## src/rtl/pfm_pkg.sv

```systemverilog
package pfm_pkg;
  localparam int unsigned NUM_CAUSE = 5;
  localparam int unsigned NUM_FILT  = 3;
  // cause indices; the first NUM_FILT are the filtered comparator causes
  localparam int unsigned CI_OTP  = 0;
  localparam int unsigned CI_OVP  = 1;
  localparam int unsigned CI_SOVP = 2;
  localparam int unsigned CI_OVLD = 3;
  localparam int unsigned CI_SCP  = 4;
  typedef logic [NUM_CAUSE-1:0] cause_vec_t;
endpackage

```

## src/rtl/pfm_tick_gen.sv

```systemverilog
module pfm_tick_gen #(
  parameter int unsigned DIV = 100
) (
  input  logic clk,
  input  logic rst_n,
  output logic tick_o
);
  localparam int unsigned W = (DIV > 1) ? $clog2(DIV) : 1;
  localparam logic [W-1:0] LAST = W'(DIV - 1);

  logic [W-1:0] cnt_q;
  logic         tick_q;

  always_ff @(posedge clk or negedge rst_n) begin
    if (!rst_n) begin
      cnt_q  <= '0;
      tick_q <= 1'b0;
    end else begin
      tick_q <= (cnt_q == LAST);
      if (cnt_q == LAST) cnt_q <= '0;
      else               cnt_q <= cnt_q + 1'b1;
    end
  end

  assign tick_o = tick_q;
endmodule

```

## src/rtl/pfm_level_filter.sv

```systemverilog
module pfm_level_filter #(
  parameter int unsigned N_TICKS = 20
) (
  input  logic clk,
  input  logic rst_n,
  input  logic clr_i,
  input  logic tick_i,
  input  logic level_i,
  output logic fire_o
);
  localparam int unsigned W = $clog2(N_TICKS + 1);
  localparam logic [W-1:0] LAST = W'(N_TICKS - 1);
  localparam logic [W-1:0] FULL = W'(N_TICKS);

  logic [W-1:0] cnt_q;

  // fires once, on the N-th consecutive tick seen with the level high
  assign fire_o = level_i && tick_i && (cnt_q == LAST);

  always_ff @(posedge clk or negedge rst_n) begin
    if (!rst_n)                         cnt_q <= '0;
    else if (clr_i || !level_i)         cnt_q <= '0;
    else if (tick_i && (cnt_q != FULL)) cnt_q <= cnt_q + 1'b1;
  end

  AST_FILT_SINGLE_FIRE: assert property (@(posedge clk) disable iff (!rst_n)
    fire_o |=> !fire_o);
endmodule

```

## src/rtl/pfm_ar_timer.sv

```systemverilog
module pfm_ar_timer #(
  parameter int unsigned N_TICKS = 1000000
) (
  input  logic clk,
  input  logic rst_n,
  input  logic active_i,
  input  logic restart_i,
  input  logic tick_i,
  output logic done_o
);
  localparam int unsigned W = $clog2(N_TICKS + 1);
  localparam logic [W-1:0] LAST = W'(N_TICKS - 1);

  logic [W-1:0] cnt_q;
  logic         done_q;

  always_ff @(posedge clk or negedge rst_n) begin
    if (!rst_n) begin
      cnt_q  <= '0;
      done_q <= 1'b0;
    end else if (!active_i || restart_i) begin
      cnt_q  <= '0;
      done_q <= 1'b0;
    end else if (tick_i && !done_q) begin
      if (cnt_q == LAST) done_q <= 1'b1;
      else               cnt_q  <= cnt_q + 1'b1;
    end
  end

  assign done_o = done_q;

  AST_AR_DONE_HELD: assert property (@(posedge clk) disable iff (!rst_n)
    done_o && active_i && !restart_i |=> done_o);
endmodule

```

## src/rtl/prot_fault_mgr.sv

```systemverilog
module prot_fault_mgr
  import pfm_pkg::*;
#(
  parameter int unsigned TICK_DIV   = 100,
  parameter int unsigned OTP_TICKS  = 20000,
  parameter int unsigned OVP_TICKS  = 5000,
  parameter int unsigned SOVP_TICKS = 3000,
  parameter int unsigned AR_TICKS   = 1000000
) (
  input  logic clk,
  input  logic rst_n,
  input  logic tsd_i,
  input  logic otp_i,
  input  logic otp_rec_i,
  input  logic ovp_i,
  input  logic sovp_i,
  input  logic ovld_i,
  input  logic scp_i,
  input  logic ss_done_i,
  input  logic otp_latch_i,
  input  logic ovp_latch_i,
  input  logic vcc_uv_i,
  input  logic uvlo_rst_i,
  output logic sw_en_o,
  output logic fault_mode_o,
  output logic det_clr_o
);
  localparam int unsigned FILT_TICKS [NUM_FILT] = '{OTP_TICKS, OVP_TICKS, SOVP_TICKS};

  logic                hard_in, hard_q;
  logic                tick;
  logic [NUM_FILT-1:0] filt_lvl, filt_fire;
  cause_vec_t          cause_q, cause_d, set_mask, clr_mask;
  logic                tsd_q, tsd_d;
  logic                fault_now, fault_d;
  logic                dyn_accept, ovp_rearm, restart, ar_done;
  logic                det_clr_q;

  assign hard_in = vcc_uv_i | uvlo_rst_i;

  pfm_tick_gen #(.DIV(TICK_DIV)) u_tick (
    .clk(clk), .rst_n(rst_n), .tick_o(tick)
  );

  // over-temperature detection is held off until soft-start has finished
  assign filt_lvl[CI_OTP]  = otp_i & ss_done_i;
  assign filt_lvl[CI_OVP]  = ovp_i;
  assign filt_lvl[CI_SOVP] = sovp_i;

  for (genvar gi = 0; gi < NUM_FILT; gi++) begin : g_filt
    pfm_level_filter #(.N_TICKS(FILT_TICKS[gi])) u_filt (
      .clk(clk), .rst_n(rst_n), .clr_i(hard_in), .tick_i(tick),
      .level_i(filt_lvl[gi]), .fire_o(filt_fire[gi])
    );
  end

  // detector flags only count while switching, and not in the clear cycle
  assign dyn_accept = sw_en_o && !det_clr_o;

  always_comb begin
    set_mask                = '0;
    set_mask[NUM_FILT-1:0]  = filt_fire;
    set_mask[CI_OVLD]       = ovld_i & dyn_accept;
    set_mask[CI_SCP]        = scp_i & dyn_accept;
  end

  always_comb begin
    clr_mask = '0;
    if (ar_done) begin
      clr_mask[CI_OVLD] = 1'b1;
      clr_mask[CI_SCP]  = 1'b1;
      clr_mask[CI_OVP]  = !ovp_latch_i && !ovp_i;
      clr_mask[CI_OTP]  = !otp_latch_i && otp_rec_i;
    end
  end

  assign ovp_rearm = ar_done && cause_q[CI_OVP] && !ovp_latch_i && ovp_i;
  assign restart   = (|(set_mask & ~cause_q)) || ovp_rearm;

  pfm_ar_timer #(.N_TICKS(AR_TICKS)) u_ar (
    .clk(clk), .rst_n(rst_n), .active_i(|cause_q), .restart_i(restart),
    .tick_i(tick), .done_o(ar_done)
  );

  assign cause_d   = hard_in ? '0 : ((cause_q & ~clr_mask) | set_mask);
  assign tsd_d     = !hard_in && tsd_i;
  assign fault_now = (|cause_q) || tsd_q;
  assign fault_d   = (|cause_d) || tsd_d;

  always_ff @(posedge clk or negedge rst_n) begin
    if (!rst_n) begin
      cause_q   <= '0;
      tsd_q     <= 1'b0;
      hard_q    <= 1'b0;
      det_clr_q <= 1'b0;
    end else begin
      cause_q   <= cause_d;
      tsd_q     <= tsd_d;
      hard_q    <= hard_in;
      det_clr_q <= !hard_in && fault_now && !fault_d;
    end
  end

  assign fault_mode_o = fault_now;
  assign sw_en_o      = !hard_q && !fault_now;
  assign det_clr_o    = det_clr_q;

  AST_TSD_BLOCKS: assert property (@(posedge clk) disable iff (!rst_n)
    tsd_i && !hard_in |=> fault_mode_o && !sw_en_o);
  AST_HARD_QUIET: assert property (@(posedge clk) disable iff (!rst_n)
    hard_in |=> !sw_en_o && !fault_mode_o);
  AST_SOVP_STICKY: assert property (@(posedge clk) disable iff (!rst_n)
    cause_q[CI_SOVP] && !hard_in |=> cause_q[CI_SOVP]);
  AST_OTP_AFTER_SS: assert property (@(posedge clk) disable iff (!rst_n)
    $rose(cause_q[CI_OTP]) |-> $past(ss_done_i));
  AST_OVLD_NEEDS_EN: assert property (@(posedge clk) disable iff (!rst_n)
    $rose(cause_q[CI_OVLD]) |-> $past(sw_en_o));
  AST_CLR_PULSE: assert property (@(posedge clk) disable iff (!rst_n)
    det_clr_o |=> !det_clr_o);
  AST_CLR_WITH_EN: assert property (@(posedge clk) disable iff (!rst_n)
    det_clr_o |-> sw_en_o);
endmodule

```

## config.mk

```make
export PLATFORM = sky130hd
export DESIGN_NAME = prot_fault_mgr
export DESIGN_NICKNAME = d
export VERILOG_FILES = /design/src/rtl/pfm_pkg.sv /design/src/rtl/pfm_tick_gen.sv /design/src/rtl/pfm_level_filter.sv /design/src/rtl/pfm_ar_timer.sv /design/src/rtl/prot_fault_mgr.sv
export SDC_FILE = /design/constraint.sdc
export NUM_CORES = 1
export LEC_CHECK = 0
export BUFFER_PORTS_ARGS = -buffer_cell sky130_fd_sc_hd__buf_2
export CAP_MARGIN = 20
export CORE_MARGIN = 2
export CORE_UTILIZATION = 35
export DETAILED_ROUTE_END_ITERATION = 7
export PLACE_DENSITY = 0.57
export SLEW_MARGIN = 5
export SYNTH_ARGS = -nofsm -noshare
export SYNTH_HDL_FRONTEND = slang
export SYNTH_SLANG_ARGS = --single-unit
```

## constraint.sdc

```tcl
create_clock -name clk -period 2.03 [get_ports clk]
set_input_delay 0.3045 -clock clk [delete_from_list [all_inputs] [get_ports clk]]
set_output_delay 0.3045 -clock clk [all_outputs]
set_load 0.005 [all_outputs]
```

After elaboration in Yosys (flattened, before gate mapping)
Cells that the tools add are included.
W data, S select, Z words.

storage, ports and cells
  bits in registers = 77
  output and inout port bits = 3

operators by class
  add/subtract/negate cells = 5
  eq/ne operators = 9
  mux-type cells = 16
  bitwise gates (word level) = 9
  reductions and logical operators = 49

operators by type and width
  kind                     count
  $mux W20                 3
  $mux W15                 2
  $mux W13                 2
  $mux W12                 2
  $add A20 B1 Y20 const B  1
  $eq A20 B20 Y1 const B   1
  $logic_and A1 B1 Y1      20
  $add A15 B1 Y15 const B  1
  $eq A15 B15 Y1 const B   1
  $ne A15 B15 Y1 const B   1
  $reduce_or A5 Y1         3
  $add A13 B1 Y13 const B  1
  $eq A13 B13 Y1 const B   1
  $ne A13 B13 Y1 const B   1
  $add A12 B1 Y12 const B  1
  $eq A12 B12 Y1 const B   1
  $logic_not A1 Y1         12
  $ne A12 B12 Y1 const B   1
  $and A5 B5 Y5            2
  $not A5 Y5               2
  $reduce_bool A2 Y1       5
  $add A7 B1 Y7 const B    1
  $eq A7 B7 Y1 const B     1
  $logic_or A1 B1 Y1       7
  9 further kinds          15

Depth between registers and ports, before layout
  depth in word-level cells = 12
  depth in mapped cells = 7

Hierarchy
From an unflattened synthesis, not the netlist that was laid out.

second synthesis, totals
  cells, all modules = 444
  area, all modules = 4359.2 um2

by module, submodules not included
  module                                times used  cells an instance  area each (um2)
  pfm_ar_timer                          1           116                1222.4
  pfm_level_filter at g_filt[0].u_filt  1           99                 869.6
  pfm_level_filter at g_filt[2].u_filt  1           77                 757.0
  pfm_level_filter at g_filt[1].u_filt  1           77                 720.7
  prot_fault_mgr                        1           45                 419.2
  pfm_tick_gen                          1           30                 370.4

Worst setup path after synthesis
No wires, ideal clock.

  path kind = flip-flop to flip-flop
  start point = reg g_filt[1].u_filt.cnt_q[5]
  end point = reg g_filt[1].u_filt.cnt_q[0]
  library setup time = 0.132 ns
  data arrival time = 1.709 ns
  setup slack = 0.189 ns
  stages on the path, launching flop included = 6
  cell sequence = dfrtp_1 or4b_4 or4_4 nand2_2 xnor2_1 nor2_1

between the ends
  cells in the longest elaborated chain, start to end = 3

RTL lines
  item                                 line                    text
  start, declared                      pfm_level_filter.sv:15  logic [W-1:0] cnt_q;
  start signal, assigned               pfm_level_filter.sv:23  else if (tick_i && (cnt_q != FULL)) cnt_q <= cnt_q + 1'b1;
  $ne A13 B13 Y1                       pfm_level_filter.sv:23
  $logic_and A1 B1 Y1                  pfm_level_filter.sv:23
  $reduce_bool A2 Y1 (no source line)  n/a

No other way between the ends.
A chain may end at the register's enable or synchronous reset.

Worst setup path after layout
  start point = reg cause_q[1]
  end point = out sw_en_o

between the ends
  cells in the longest elaborated chain, start to end = 4

RTL lines
  item                    line                   text
  start, declared         prot_fault_mgr.sv:33   cause_vec_t cause_q, cause_d, set_mask, clr_mask;
  start signal, assigned  prot_fault_mgr.sv:97   cause_q <= cause_d;
  $reduce_or A5 Y1        prot_fault_mgr.sv:87   assign fault_now = (|cause_q) || tsd_q;
  $logic_or A1 B1 Y1      prot_fault_mgr.sv:87
  $logic_not A1 Y1        prot_fault_mgr.sv:105  assign sw_en_o = !hard_q && !fault_now;
  $logic_and A1 B1 Y1     prot_fault_mgr.sv:105
  end, declared           prot_fault_mgr.sv:24   output logic sw_en_o,

No other way between the ends.

==> summary.md <==
The predominant post-synthesis flop cell was dfrtp_1. In the post-synthesis netlist, the cell with the most instances is dfrtp_1. In this run the remaining antenna-violating nets after routing total 0. The number of buffers and inverters on the critical path is 1, and the register bit count reported by yosys is 77. The clock sink count came out at 77. By area the synthesized netlist is led by dfrtp_1 50%, nor2_1 6.8%, xnor2_1 6.1%. The delay of the slowest cell on the worst path was 0.54 ns; the final worst setup slack was -0.113 ns. Setup repair after global routing could not meet its margin everywhere. Of all nets on the critical path, the largest fanout is 3.

The fraction of power consumed by sequential logic was 0.563; the relative area change from synthesis to final layout was 15.2%. The setup path with the least slack is of type flop to output pin. The path class of the tightest hold or removal check is input pin to flop. The average vias per placed instance was 5.02. For the share of total power in the clock network, the log shows 0.403. The library cell occupying the most area in the post-synthesis netlist was dfrtp_1. The worst setup path is launched from a flop.

The synthesized netlist occupies a cell area of 3880 sq um. The dominant delay contributor by cell family on the critical path is simple AND/OR/NAND/NOR gates. The clock passes through at most 2 buffers. The fraction of final layout cells sized beyond drive strength 1 was 0.143; the number of synthesized flops with an enable pin was 0.

The share of Yosys cell area claimed by the top area cell type is 0.497. Clock-pin slew was measured on the worst setup and hold paths at 0.09 ns. The mean routed wirelength per cell was 13.5 um. The routed layout has 2,977 vias.

Clock insertion delay at the later pin of the skew report: 0.37 ns. For this design the total switching power over the nets is 708 uW. At the end of routability-driven placement, the weighted congestion stood at 0.767.

The tools report the required time at the endpoint of the critical path as 1.73 ns. The tools report the number of distinct library cell variants in the gate-level netlist after synthesis as 43. The root buffer cell was clkbuf_8. After detailed routing, the number of remaining DRC violations is 0. Summed over all nets, the half-perimeter wirelength after detailed placement is 5600 um.

In the synthesized netlist, the cells that appear most often are 77 x dfrtp_1, 70 x nor2_1, 32 x nand2_1. The tools report the area of the placeable core as 10,800 sq um. The run finished, with violations left. First-pass GRT wire length: 14,200 um. In this run the power density over the cells is 611 nW/um^2. The post-synth net total was 433. The first detailed-routing pass took 4 iterations.

The final count of hold timing violations is 0. Input and output buffers added on the ports amount to 16. Counting buffers and inverters, the worst setup path is 4 cells deep. For the die outline area, the log shows 11,900 sq um. For the worst flop-to-flop path, the logic depth is 5.

Proportion of synthesized chip area in sequential cells: 0.497. The switching power as a share of total power was 0.259; the number of antenna violations at the first check in global routing was 0. The total chip power came out at 2.73 mW.

The tool flagged a number of max-cap violations equal to 0. Setup violations remaining at the end of the flow were counted as 2. The run gives 0.101 ns as the pre-CTS worst setup slack. TritonCTS built the clock tree. The checks that failed: negative setup slack. The logs give 1.75 nW for the leakage component of the power and 8030 um for the final routed wirelength across all metal layers. The floorplan step set the die width to 109 um. Between clock sinks in the finished design, the worst skew comes to 0.00901 ns. The post-synthesis average cell area was 9.44 sq um. The net count of the finished layout is 470. The number of DRC markers after the initial detailed-route iteration was 109; the count of standard-cell rows was 38.

For this run, the top clock speed supported by timing is 467 MHz. The critical path data arrival time is 1.84 ns, and the part of the total power dissipated in combinational logic is 0.035. The routed design could run at a clock period as short as 2.14 ns. The signal on the critical path passes through or4_4, or3_4, nor2_2, buf_2. Summed over all layers, the global routing overflow is 0.

After technology mapping, the gate count stands at 411. The worst hold path passes through 2 cells. The total global routing track utilization was 0.153; the largest net degree at the start of global routing was 53. The floorplan step set the die height to 109 um. The final worst-path cycle share is 1.06.

The H-tree generated during clock tree synthesis spans 3 levels. The cell-internal power was 2.02 mW; the maximum vdd ir drop was 387 uV. The number of antenna diodes in the final layout is 0. The tools report the initial standard-cell utilization of the core as 0.358.

Buffers inserted during clock tree synthesis total 9. The kind of end point of the critical path was an output pin. The Yosys step of the flow raised 0 warnings. Number of max-slew violations in the final report: 0. The slowest stage of the critical path is the or4_4 cell. Proportion of synthesized flip-flops having asynchronous set or reset: 1.00. At the pin with the least slew margin, the transition time is 0.684 ns.

Via count of the first global-routing pass: 3,025. The headroom to the max-slew limit was 0.544. The I/O pin count was 17.
## repair_timing
| action | CTS | global route |
|---|---|---|
| hold buffers | 1 | 0 |
| resized for setup | 2 | 4 |
| pin swaps | 0 | 0 |
| buffers inserted | 2 | 0 |
| endpoints found under the setup margin | 2 | 6 |
| endpoints found under the hold margin | 4 | 0 |
## worst register-to-register path: cells and delay by family, from the launching register on
family / cells / cell delay [ns]
and+or+nand+nor: 4 / 1.25
xor gates and xnor gates: 1 / 0.11
DFF: 1 / 0.41
## state kept, by name, summed over array words and instances (netlist names)
signal and count:
tsd_q 1, u_ar.done_o 1, u_tick.tick_o 1, det_clr_o 1, g_filt.u_filt.cnt_q 40, cause_q 5, u_ar.cnt_q 20, u_tick.cnt_q 7
hard_q 1
## kinds of logic (layout without fill, tap and decap cells)
| family | after synthesis | after routing | synth area share |
|---|---|---|---|
| AO/OA/AOI/OAI | 42 | 42 | 0.0642 |
| XOR/XNOR | 45 | 45 | 0.102 |
| adder cells (fa/ha/maj) | 8 | 8 | 0.0258 |
| buffers and inverters | 25 | 67 | 0.0252 |
| flip-flops | 77 | 77 | 0.497 |
| multiplexers | 3 | 3 | 0.00774 |
| AND/OR/NAND/NOR | 211 | 211 | 0.279 |
## through the flow
| stage | utilization | hold WS (ns) | TNS, ns | std cells | cell area, sq um |
|---|---|---|---|---|---|
| CTS | 0.411 | 0.139 | -0.235 | 593 | 4460 |
| global placement | 0.391 | 0.392 | 0 | 574 | 4240 |
| floorplan | - | 0.00891 | 0 | 411 | 3880 |
| detailed placement | 0.391 | 0.397 | 0 | 574 | 4240 |
| global route | 0.412 | 0.134 | -0.304 | 593 | 4470 |
| finish | 0.412 | 0.151 | -0.174 | 593 | 4470 |
## placed cells by master, fill, tap and decap left out, types with 9 or more instances in the layout
cell	instances
dfrtp_1	77
o21ai_0	10
xor2_1	18
nand2_1	32
nor2_1	69
buf_4	16
nand4_1	18
nor3_1	11
nand3_1	20
buf_2	15
xnor2_1	27
inv_1	17
a21oi_1	21
clkbuf_8	9
## layout make-up
class / instances / area (sq um)
fillers: 1095 / 6370
clock buffers: 9 / 124
multi-input cells: 309 / 1880
inverters: 17 / 63.8
clock inverters: 7 / 57.6
repair buffers: 34 / 245
well taps: 140 / 175
flip-flops and latches: 77 / 1930
## worst paths after layout
| kind | from | to | slack (ns) |
|---|---|---|---|
| setup / recovery | cause_q[1]$_DFF_PN0_ | sw_en_o | -0.11 |
| hold / removal | tsd_i | tsd_q$_DFF_PN0_ | 0.15 |
| setup reg to reg | g_filt[1].u_filt.cnt_q[11]$_DFFE_PN0P_ | g_filt[1].u_filt.cnt_q[0]$_DFFE_PN0P_ | 0.14 |
| hold reg to reg | u_tick.cnt_q[0]$_DFF_PN0_ | u_tick.cnt_q[0]$_DFF_PN0_ | 0.49 |
| max in group asynchronous | rst_n | u_ar.cnt_q[8]$_DFFE_PN0P_ | 0.93 |
| min in group asynchronous | rst_n | u_tick.cnt_q[3]$_DFF_PN0_ | 0.52 |
## metal layers
metal	vias to the layer above	wire length (um)	track usage	share of wire
li1	1490	-	-	-
met1	1431	3840	0.200	0.48
met2	43	3760	0.243	0.47
met3	13	253	0.0365	0.031
met4	0	177	0.0642	0.022
met5	-	0	0	0
## power by group through the flow
stage | clock (mW) | combinational (mW) | sequential (mW)
2_1_floorplan | 0 | 0.0261 | 1.57
3_3_place_gp | 0 | 0.0937 | 1.57
3_5_place_dp | 0 | 0.0948 | 1.57
4_1_cts | 1.15 | 0.0990 | 1.54
5_1_grt | 1.22 | 0.110 | 1.54
6_report | 1.10 | 0.0947 | 1.54
No activity file was read; power rests on OpenSTA's default activity.
